[src/rtl/acc_cpu_pkg.sv]
`timescale 1ns/1ps
package acc_cpu_pkg;
  localparam int OP_W = 3;

  typedef enum logic [OP_W-1:0] {
    OP_HALT  = 3'd0,
    OP_SKNZ  = 3'd1,
    OP_ADD   = 3'd2,
    OP_AND   = 3'd3,
    OP_XOR   = 3'd4,
    OP_LOAD  = 3'd5,
    OP_STORE = 3'd6,
    OP_JUMP  = 3'd7
  } opcode_e;

  typedef enum logic [2:0] {
    PH_FETCH = 3'd0,
    PH_INC   = 3'd1,
    PH_OPER  = 3'd2,
    PH_EXEC  = 3'd3,
    PH_WB    = 3'd4,
    PH_HALT  = 3'd5
  } phase_e;

  typedef struct packed {
    logic ir_en;
    logic pc_en;
    logic pc_sel;   // 1: incremented PC, 0: address field
    logic mem_en;
    logic mem_sel;  // 1: data array, 0: ALU register
    logic alu_en;
    logic z_en;
    logic acc_en;
    logic ram_we;
  } ctrl_t;
endpackage

[src/rtl/acc_cpu_reg.sv]
`timescale 1ns/1ps
module acc_cpu_reg #(
  parameter int W = 8
) (
  input  logic         clk_i,
  input  logic         rst_ni,
  input  logic         en_i,
  input  logic [W-1:0] d_i,
  output logic [W-1:0] q_o
);
  always_ff @(posedge clk_i or negedge rst_ni) begin
    if (!rst_ni)   q_o <= '0;
    else if (en_i) q_o <= d_i;
  end
endmodule

[src/rtl/acc_cpu_mem.sv]
`timescale 1ns/1ps
module acc_cpu_mem #(
  parameter int AW = 5,
  parameter int DW = 8
) (
  input  logic          clk_i,
  input  logic          we_i,
  input  logic [AW-1:0] waddr_i,
  input  logic [DW-1:0] wdata_i,
  input  logic [AW-1:0] raddr_i,
  output logic [DW-1:0] rdata_o
);
  localparam int DEPTH = 1 << AW;

  logic [DW-1:0] arr_q [DEPTH];

  always_ff @(posedge clk_i) begin
    if (we_i) arr_q[waddr_i] <= wdata_i;
  end

  assign rdata_o = arr_q[raddr_i];
endmodule

[src/rtl/acc_cpu_alu.sv]
`timescale 1ns/1ps
module acc_cpu_alu
  import acc_cpu_pkg::*;
#(
  parameter int DW = 8
) (
  input  opcode_e       op_i,
  input  logic [DW-1:0] acc_i,
  input  logic [DW-1:0] opd_i,
  output logic [DW-1:0] res_o
);
  logic [DW-1:0] carry;
  logic [DW-1:0] sum;

  assign carry[0] = 1'b0;

  // ripple carry, final carry-out dropped
  for (genvar i = 0; i < DW; i++) begin : g_sum
    assign sum[i] = acc_i[i] ^ opd_i[i] ^ carry[i];
  end
  for (genvar i = 0; i < DW-1; i++) begin : g_carry
    assign carry[i+1] = (acc_i[i] & opd_i[i]) | (acc_i[i] & carry[i]) | (opd_i[i] & carry[i]);
  end

  always_comb begin
    unique case (op_i)
      OP_ADD:   res_o = sum;
      OP_AND:   res_o = acc_i & opd_i;
      OP_XOR:   res_o = acc_i ^ opd_i;
      OP_LOAD:  res_o = opd_i;
      OP_STORE: res_o = acc_i;
      default:  res_o = '0;
    endcase
  end
endmodule

[src/rtl/acc_cpu_ctrl.sv]
`timescale 1ns/1ps
module acc_cpu_ctrl
  import acc_cpu_pkg::*;
(
  input  logic    clk_i,
  input  logic    rst_ni,
  input  opcode_e op_i,
  input  logic    zero_i,
  output ctrl_t   ctl_o,
  output phase_e  phase_o
);
  phase_e phase_q, phase_d;

  always_comb begin
    ctl_o   = '0;
    phase_d = phase_q;
    unique case (phase_q)
      PH_FETCH: begin
        ctl_o.ir_en = 1'b1;
        phase_d     = PH_INC;
      end
      PH_INC: begin
        ctl_o.pc_en  = 1'b1;
        ctl_o.pc_sel = 1'b1;
        phase_d      = PH_OPER;
      end
      PH_OPER: begin
        if (op_i == OP_HALT) begin
          phase_d = PH_HALT;
        end else begin
          ctl_o.mem_en  = 1'b1;
          ctl_o.mem_sel = 1'b1;
          phase_d       = PH_EXEC;
        end
      end
      PH_EXEC: begin
        ctl_o.alu_en = op_i inside {OP_ADD, OP_AND, OP_XOR, OP_LOAD, OP_STORE};
        ctl_o.z_en   = op_i inside {OP_ADD, OP_AND, OP_XOR, OP_LOAD};
        phase_d      = PH_WB;
      end
      PH_WB: begin
        unique case (op_i)
          OP_ADD, OP_AND, OP_XOR, OP_LOAD: ctl_o.acc_en = 1'b1;
          OP_STORE: begin
            ctl_o.mem_en  = 1'b1;
            ctl_o.mem_sel = 1'b0;
            ctl_o.ram_we  = 1'b1;
          end
          OP_JUMP: begin
            ctl_o.pc_en  = 1'b1;
            ctl_o.pc_sel = 1'b0;
          end
          OP_SKNZ: begin
            ctl_o.pc_en  = !zero_i;
            ctl_o.pc_sel = 1'b1;
          end
          default: ;
        endcase
        phase_d = PH_FETCH;
      end
      PH_HALT: phase_d = PH_HALT;
      default: phase_d = PH_FETCH;
    endcase
  end

  always_ff @(posedge clk_i or negedge rst_ni) begin
    if (!rst_ni) phase_q <= PH_FETCH;
    else         phase_q <= phase_d;
  end

  assign phase_o = phase_q;

  AST_HALT_STICKY: assert property (@(posedge clk_i) disable iff (!rst_ni)
    phase_q == PH_HALT |=> phase_q == PH_HALT);
  AST_FETCH_THEN_INC: assert property (@(posedge clk_i) disable iff (!rst_ni)
    phase_q == PH_FETCH |=> phase_q == PH_INC);
endmodule

[src/rtl/acc_cpu.sv]
`timescale 1ns/1ps
module acc_cpu
  import acc_cpu_pkg::*;
#(
  parameter int AW = 5,
  parameter int DW = 8
) (
  input  logic          clk_i,
  input  logic          rst_ni,
  input  logic          load_en_i,
  input  logic          load_sel_i,
  input  logic [AW-1:0] load_addr_i,
  input  logic [DW-1:0] load_data_i,
  input  logic [AW-1:0] rd_addr_i,
  output logic [DW-1:0] rd_data_o,
  output logic [DW-1:0] acc_o,
  output logic [AW-1:0] pc_o,
  output logic          zero_o,
  output logic          halted_o
);
  ctrl_t         ctl;
  phase_e        phase;
  opcode_e       op;
  logic [AW-1:0] pc_q, pc_d, ir_addr, ram_raddr, ram_waddr;
  logic [DW-1:0] ir_q, acc_q, mem_q, mem_d, alu_q, alu_res;
  logic [DW-1:0] prog_rdata, ram_rdata, ram_wdata;
  logic [0:0]    zero_q, zero_d;
  logic          prog_we, ram_we;

  assign op      = opcode_e'(ir_q[DW-1 -: OP_W]);
  assign ir_addr = ir_q[AW-1:0];

  acc_cpu_ctrl u_ctrl (
    .clk_i  (clk_i),
    .rst_ni (rst_ni),
    .op_i   (op),
    .zero_i (zero_q[0]),
    .ctl_o  (ctl),
    .phase_o(phase)
  );

  // program store
  assign prog_we = load_en_i && !load_sel_i;
  acc_cpu_mem #(.AW(AW), .DW(DW)) u_prog (
    .clk_i  (clk_i),
    .we_i   (prog_we),
    .waddr_i(load_addr_i),
    .wdata_i(load_data_i),
    .raddr_i(pc_q),
    .rdata_o(prog_rdata)
  );

  // data RAM; load port wins over a store
  assign ram_we    = (load_en_i && load_sel_i) || ctl.ram_we;
  assign ram_waddr = (load_en_i && load_sel_i) ? load_addr_i : ir_addr;
  assign ram_wdata = (load_en_i && load_sel_i) ? load_data_i : alu_q;
  assign ram_raddr = halted_o ? rd_addr_i : ir_addr;
  acc_cpu_mem #(.AW(AW), .DW(DW)) u_ram (
    .clk_i  (clk_i),
    .we_i   (ram_we),
    .waddr_i(ram_waddr),
    .wdata_i(ram_wdata),
    .raddr_i(ram_raddr),
    .rdata_o(ram_rdata)
  );

  acc_cpu_alu #(.DW(DW)) u_alu (
    .op_i (op),
    .acc_i(acc_q),
    .opd_i(mem_q),
    .res_o(alu_res)
  );

  assign pc_d   = ctl.pc_sel ? pc_q + AW'(1) : ir_addr;
  assign mem_d  = ctl.mem_sel ? ram_rdata : alu_q;
  assign zero_d = (alu_res == '0) ? 1'b1 : 1'b0;

  acc_cpu_reg #(.W(AW)) u_pc   (.clk_i(clk_i), .rst_ni(rst_ni), .en_i(ctl.pc_en),  .d_i(pc_d),       .q_o(pc_q));
  acc_cpu_reg #(.W(DW)) u_ir   (.clk_i(clk_i), .rst_ni(rst_ni), .en_i(ctl.ir_en),  .d_i(prog_rdata), .q_o(ir_q));
  acc_cpu_reg #(.W(DW)) u_mem  (.clk_i(clk_i), .rst_ni(rst_ni), .en_i(ctl.mem_en), .d_i(mem_d),      .q_o(mem_q));
  acc_cpu_reg #(.W(DW)) u_aluq (.clk_i(clk_i), .rst_ni(rst_ni), .en_i(ctl.alu_en), .d_i(alu_res),    .q_o(alu_q));
  acc_cpu_reg #(.W(1))  u_zero (.clk_i(clk_i), .rst_ni(rst_ni), .en_i(ctl.z_en),   .d_i(zero_d),     .q_o(zero_q));
  acc_cpu_reg #(.W(DW)) u_acc  (.clk_i(clk_i), .rst_ni(rst_ni), .en_i(ctl.acc_en), .d_i(alu_q),      .q_o(acc_q));

  assign acc_o     = acc_q;
  assign pc_o      = pc_q;
  assign zero_o    = zero_q[0];
  assign halted_o  = (phase == PH_HALT);
  assign rd_data_o = ram_rdata;

  AST_PC_INC: assert property (@(posedge clk_i) disable iff (!rst_ni)
    phase == PH_INC |=> pc_q == $past(pc_q) + AW'(1));
  AST_ADD_WRAP: assert property (@(posedge clk_i) disable iff (!rst_ni)
    (phase == PH_EXEC && op == OP_ADD) |=> alu_q == DW'($past(acc_q) + $past(mem_q)));
  AST_ZERO_TRACKS: assert property (@(posedge clk_i) disable iff (!rst_ni)
    ctl.z_en |=> zero_q[0] == (alu_q == '0));
  AST_ZERO_HOLD: assert property (@(posedge clk_i) disable iff (!rst_ni)
    phase != PH_EXEC |=> $stable(zero_q));
  AST_JUMP_TARGET: assert property (@(posedge clk_i) disable iff (!rst_ni)
    (phase == PH_WB && op == OP_JUMP) |=> pc_q == $past(ir_addr));
  AST_HALT_FROZEN: assert property (@(posedge clk_i) disable iff (!rst_ni)
    halted_o |=> $stable(pc_q) && $stable(acc_q) && $stable(zero_q));
endmodule

[config.mk]
export PLATFORM = sky130hd
export DESIGN_NAME = acc_cpu
export DESIGN_NICKNAME = d
export VERILOG_FILES = /design/src/rtl/acc_cpu_pkg.sv /design/src/rtl/acc_cpu_reg.sv /design/src/rtl/acc_cpu_mem.sv /design/src/rtl/acc_cpu_alu.sv /design/src/rtl/acc_cpu_ctrl.sv /design/src/rtl/acc_cpu.sv
export SDC_FILE = /design/constraint.sdc
export NUM_CORES = 1
export LEC_CHECK = 0
export ABC_AREA = 1
export BUFFER_PORTS_ARGS = -buffer_cell sky130_fd_sc_hd__buf_2
export CAP_MARGIN = 5
export CORE_AREA = 2 2 177 265
export CTS_CLUSTER_SIZE = 14
export DETAILED_ROUTE_END_ITERATION = 8
export DIE_AREA = 0 0 179 267
export HOLD_SLACK_MARGIN = 0.03
export PLACE_DENSITY_LB_ADDON = 0.12
export SYNTH_ARGS = -nofsm -noshare
export SYNTH_HDL_FRONTEND = slang
export SYNTH_SLANG_ARGS = --single-unit
[constraint.sdc]
create_clock -name clk_i -period 5.9 [get_ports clk_i]
set_clock_uncertainty 0.2 [all_clocks]
set_input_delay 0.885 -clock clk_i [delete_from_list [all_inputs] [get_ports clk_i]]
set_output_delay 0.885 -clock clk_i [all_outputs]
set_load 0.02 [all_outputs]
==> out/qor.csv <==
metric;value;unit
result of the run;complete, no violations;
crit path DAT;3840;ps
IO Pins;45;
power per cell area;485;nW/um^2
commonest cells in the netlist;edfxtp_1, nand2_1, o21ai_0;
Final ANT Viol Nets;0;
IR drop worst, VDD;0.365;mV
Net Count, Synth;2072;
count of pins over their slew limit;0;
GR Util met1;0.307;
Final Hold Vio Count;0;
Most used DFF post-synth;edfxtp_1;
max-cap check violation count;0;
Pre-antenna DRT Iters;6;
met2 Use GR;0.457;
sequential area share after synthesis;0.702;
worst skew pair latency;570;ps
Tot Pwr;12.4;mW
die area;47800;um^2
Layout Cells excl Fill;2681;
total gr overflow;0;
Lkg Pwr;9.29;nW
Vias;15388;
Multi-input gate area;5900;um^2
count leader, synth;edfxtp_1;
Nets;2091;
Async S/R FF share, synth;0.0741;
CTS tree;built;
width of the die;179;um
RSZ-0062 raised after global routing;no;
# H-tree levels;2;
crit path max fanout;94;
Netlist cell types;41;
Area after DPL;24100;um^2
clock buffer depth;3;
Final Cell Area;25600;um^2
Worst Tran Pin Value;1150;ps
dpl hpwl;38100;um
DR iter-0 viols;1528;
initial antenna violation count;0;
Routed WL;60200;um
fmax;0.203;GHz
number of port buffers;44;
worst setup path start;u_ctrl.phase_o[0];
Setup Crit Path Kind;reg2out;
CTS Hold Bufs;0;
WP data required;4820;ps
RR Endpoint;u_zero.q_o;
launching point of the worst reg2reg path;u_acc.q_o[0];
vias in the first global route;14941;
Syn-to-layout area delta;9.63;%
setup tns final;0;ps
Die H;267;um
Reg clk slew, reported paths;60;ps
CTS root buf;clkbuf_16;
top cells by area, synth;edfxtp_1, nand2_1, o21ai_0;
Cell Area, Synth;23400;um^2
Hold Path Class;in2async;
fin crit share;0.834;
synthesized instance count;2035;
# Post-CTS Setup Buffers;0;
first-pass GRT wire length;90200;um
met3 usage;0.0283;
Routability Congestion;0.907;
endpoint type of the worst setup path;output port;
post-synth top area share;0.658;
WL/cell;22.5;um
Vias/cell;5.74;
crit path launch type;flip-flop;
Rel. slew slack;0.228;
Remaining DRCs;0;
Tmin final;4920;ps
ant diodes;0;
total track usage;0.255;
reg-to-reg setup timing slack;2060;ps
count of final setup violators;0;
number of CTS-inserted buffers;51;
placed cells;2589;
Core Footprint;45500;um^2
share of cells above drive strength 1;0.0788;
Most Crowded Layer GR;met2;
reg2reg path depth;16;
clock sinks;553;
Syn. warnings;0;
Syn Area/Cell;11.5;um^2
EDFF count, synth;512;
Yosys top cell by area;edfxtp_1;
Rows;96;
initial core utilization;0.513;
fillers;3839;
fin util;0.563;
post_cts resized;0;
register area;16400;um^2
Yosys reg bits;553;
largest net degree at the start of global routing;95;
==> area by class of cell <==
class                   count  area share
flip-flops and latches    553       0.640
multi-input cells        1219       0.230
clock buffers              72      0.0558
well taps                 588      0.0287
inverters                 160      0.0235
repair buffers             69      0.0164
clock inverters            20     0.00474
==> cells by family after synthesis <==
| group | Yosys count | share of synthesized area |
|---|---|---|
| flops | 553 | 0.702 |
| xor+xnor | 3 | 0.00112 |
| simple gates | 804 | 0.145 |
| fa+ha+maj | 15 | 0.00996 |
| compound gates | 397 | 0.0953 |
| buf+inv | 263 | 0.0469 |
==> placed cells by master (no fill, tap or decap), types with 2 or more instances in the layout <==
cell type	instances
buf_2	44
nor2_1	229
nor3_1	5
a211oi_1	2
buf_4	24
ha_1	9
clkbuf_1	17
xor2_1	2
clkbuf_16	54
o21ai_4	2
o21ai_1	19
fa_1	6
nand2_2	2
nand3_1	191
inv_2	6
nand2_1	350
o21ai_2	2
a21oi_1	33
clkinv_1	12
edfxtp_1	512
nand4_1	8
o221ai_1	26
o21ai_0	238
o22ai_1	53
o211ai_1	9
nand2_4	2
inv_1	149
a21oi_2	9
and2_1	7
nand3b_1	7
clkinv_2	10
dfrtp_1	39
==> flip-flops by register name, summed over array words and instances (netlist names) <==
name            cells
u_prog.arr_q      256
u_acc.q_o           8
u_zero.q_o          1
u_ir.q_o            8
u_pc.q_o            5
u_mem.q_o           8
u_ctrl.phase_o      3
u_ram.arr_q       256
u_aluq.q_o          8
==> worst max-delay path by stage <==
stage	end	cells after the start
after floorplan	u_zero.q_o	16
after global placement	rd_data_o[1]	12
after detailed placement	rd_data_o[4]	12
after CTS	rd_data_o[2]	11
after global routing	rd_data_o[2]	11
final	rd_data_o[2]	11
==> routing by layer <==
metal  part of all wire  wire length, um  vias to the layer above
li1                   -                -                     7222
met4              0.046             2770                        0
met2               0.52            31200                      515
met5                  0                0                        -
met3              0.050             2990                      131
met1               0.39            23200                     7520
==> power by group <==
group	switching, mW	internal [mW]
sequential	0.213	4.60
clock	1.38	1.73
combinational	3.25	1.24
total	4.85	7.57
==> critical path: stages, from the launching register on <==
cell,delay (ps)
dfrtp_1,590
nand3_4,310
nand2_4,230
nand2_4,530
o21ai_0,460
inv_1,60
o21ai_0,80
nand3_1,110
nand3_1,160
nand3_1,230
and2_1,260
buf_2,150
==> through the flow <==
| stage | setup slack (ps) | hold slack (ps) |
|---|---|---|
| after floorplan | 2320 | 253 |
| after global placement | 1490 | 269 |
| after detailed placement | 1490 | 278 |
| after CTS | 1020 | 292 |
| after global routing | 761 | 320 |
| final | 978 | 269 |
Power figures use the tool's default switching activity.
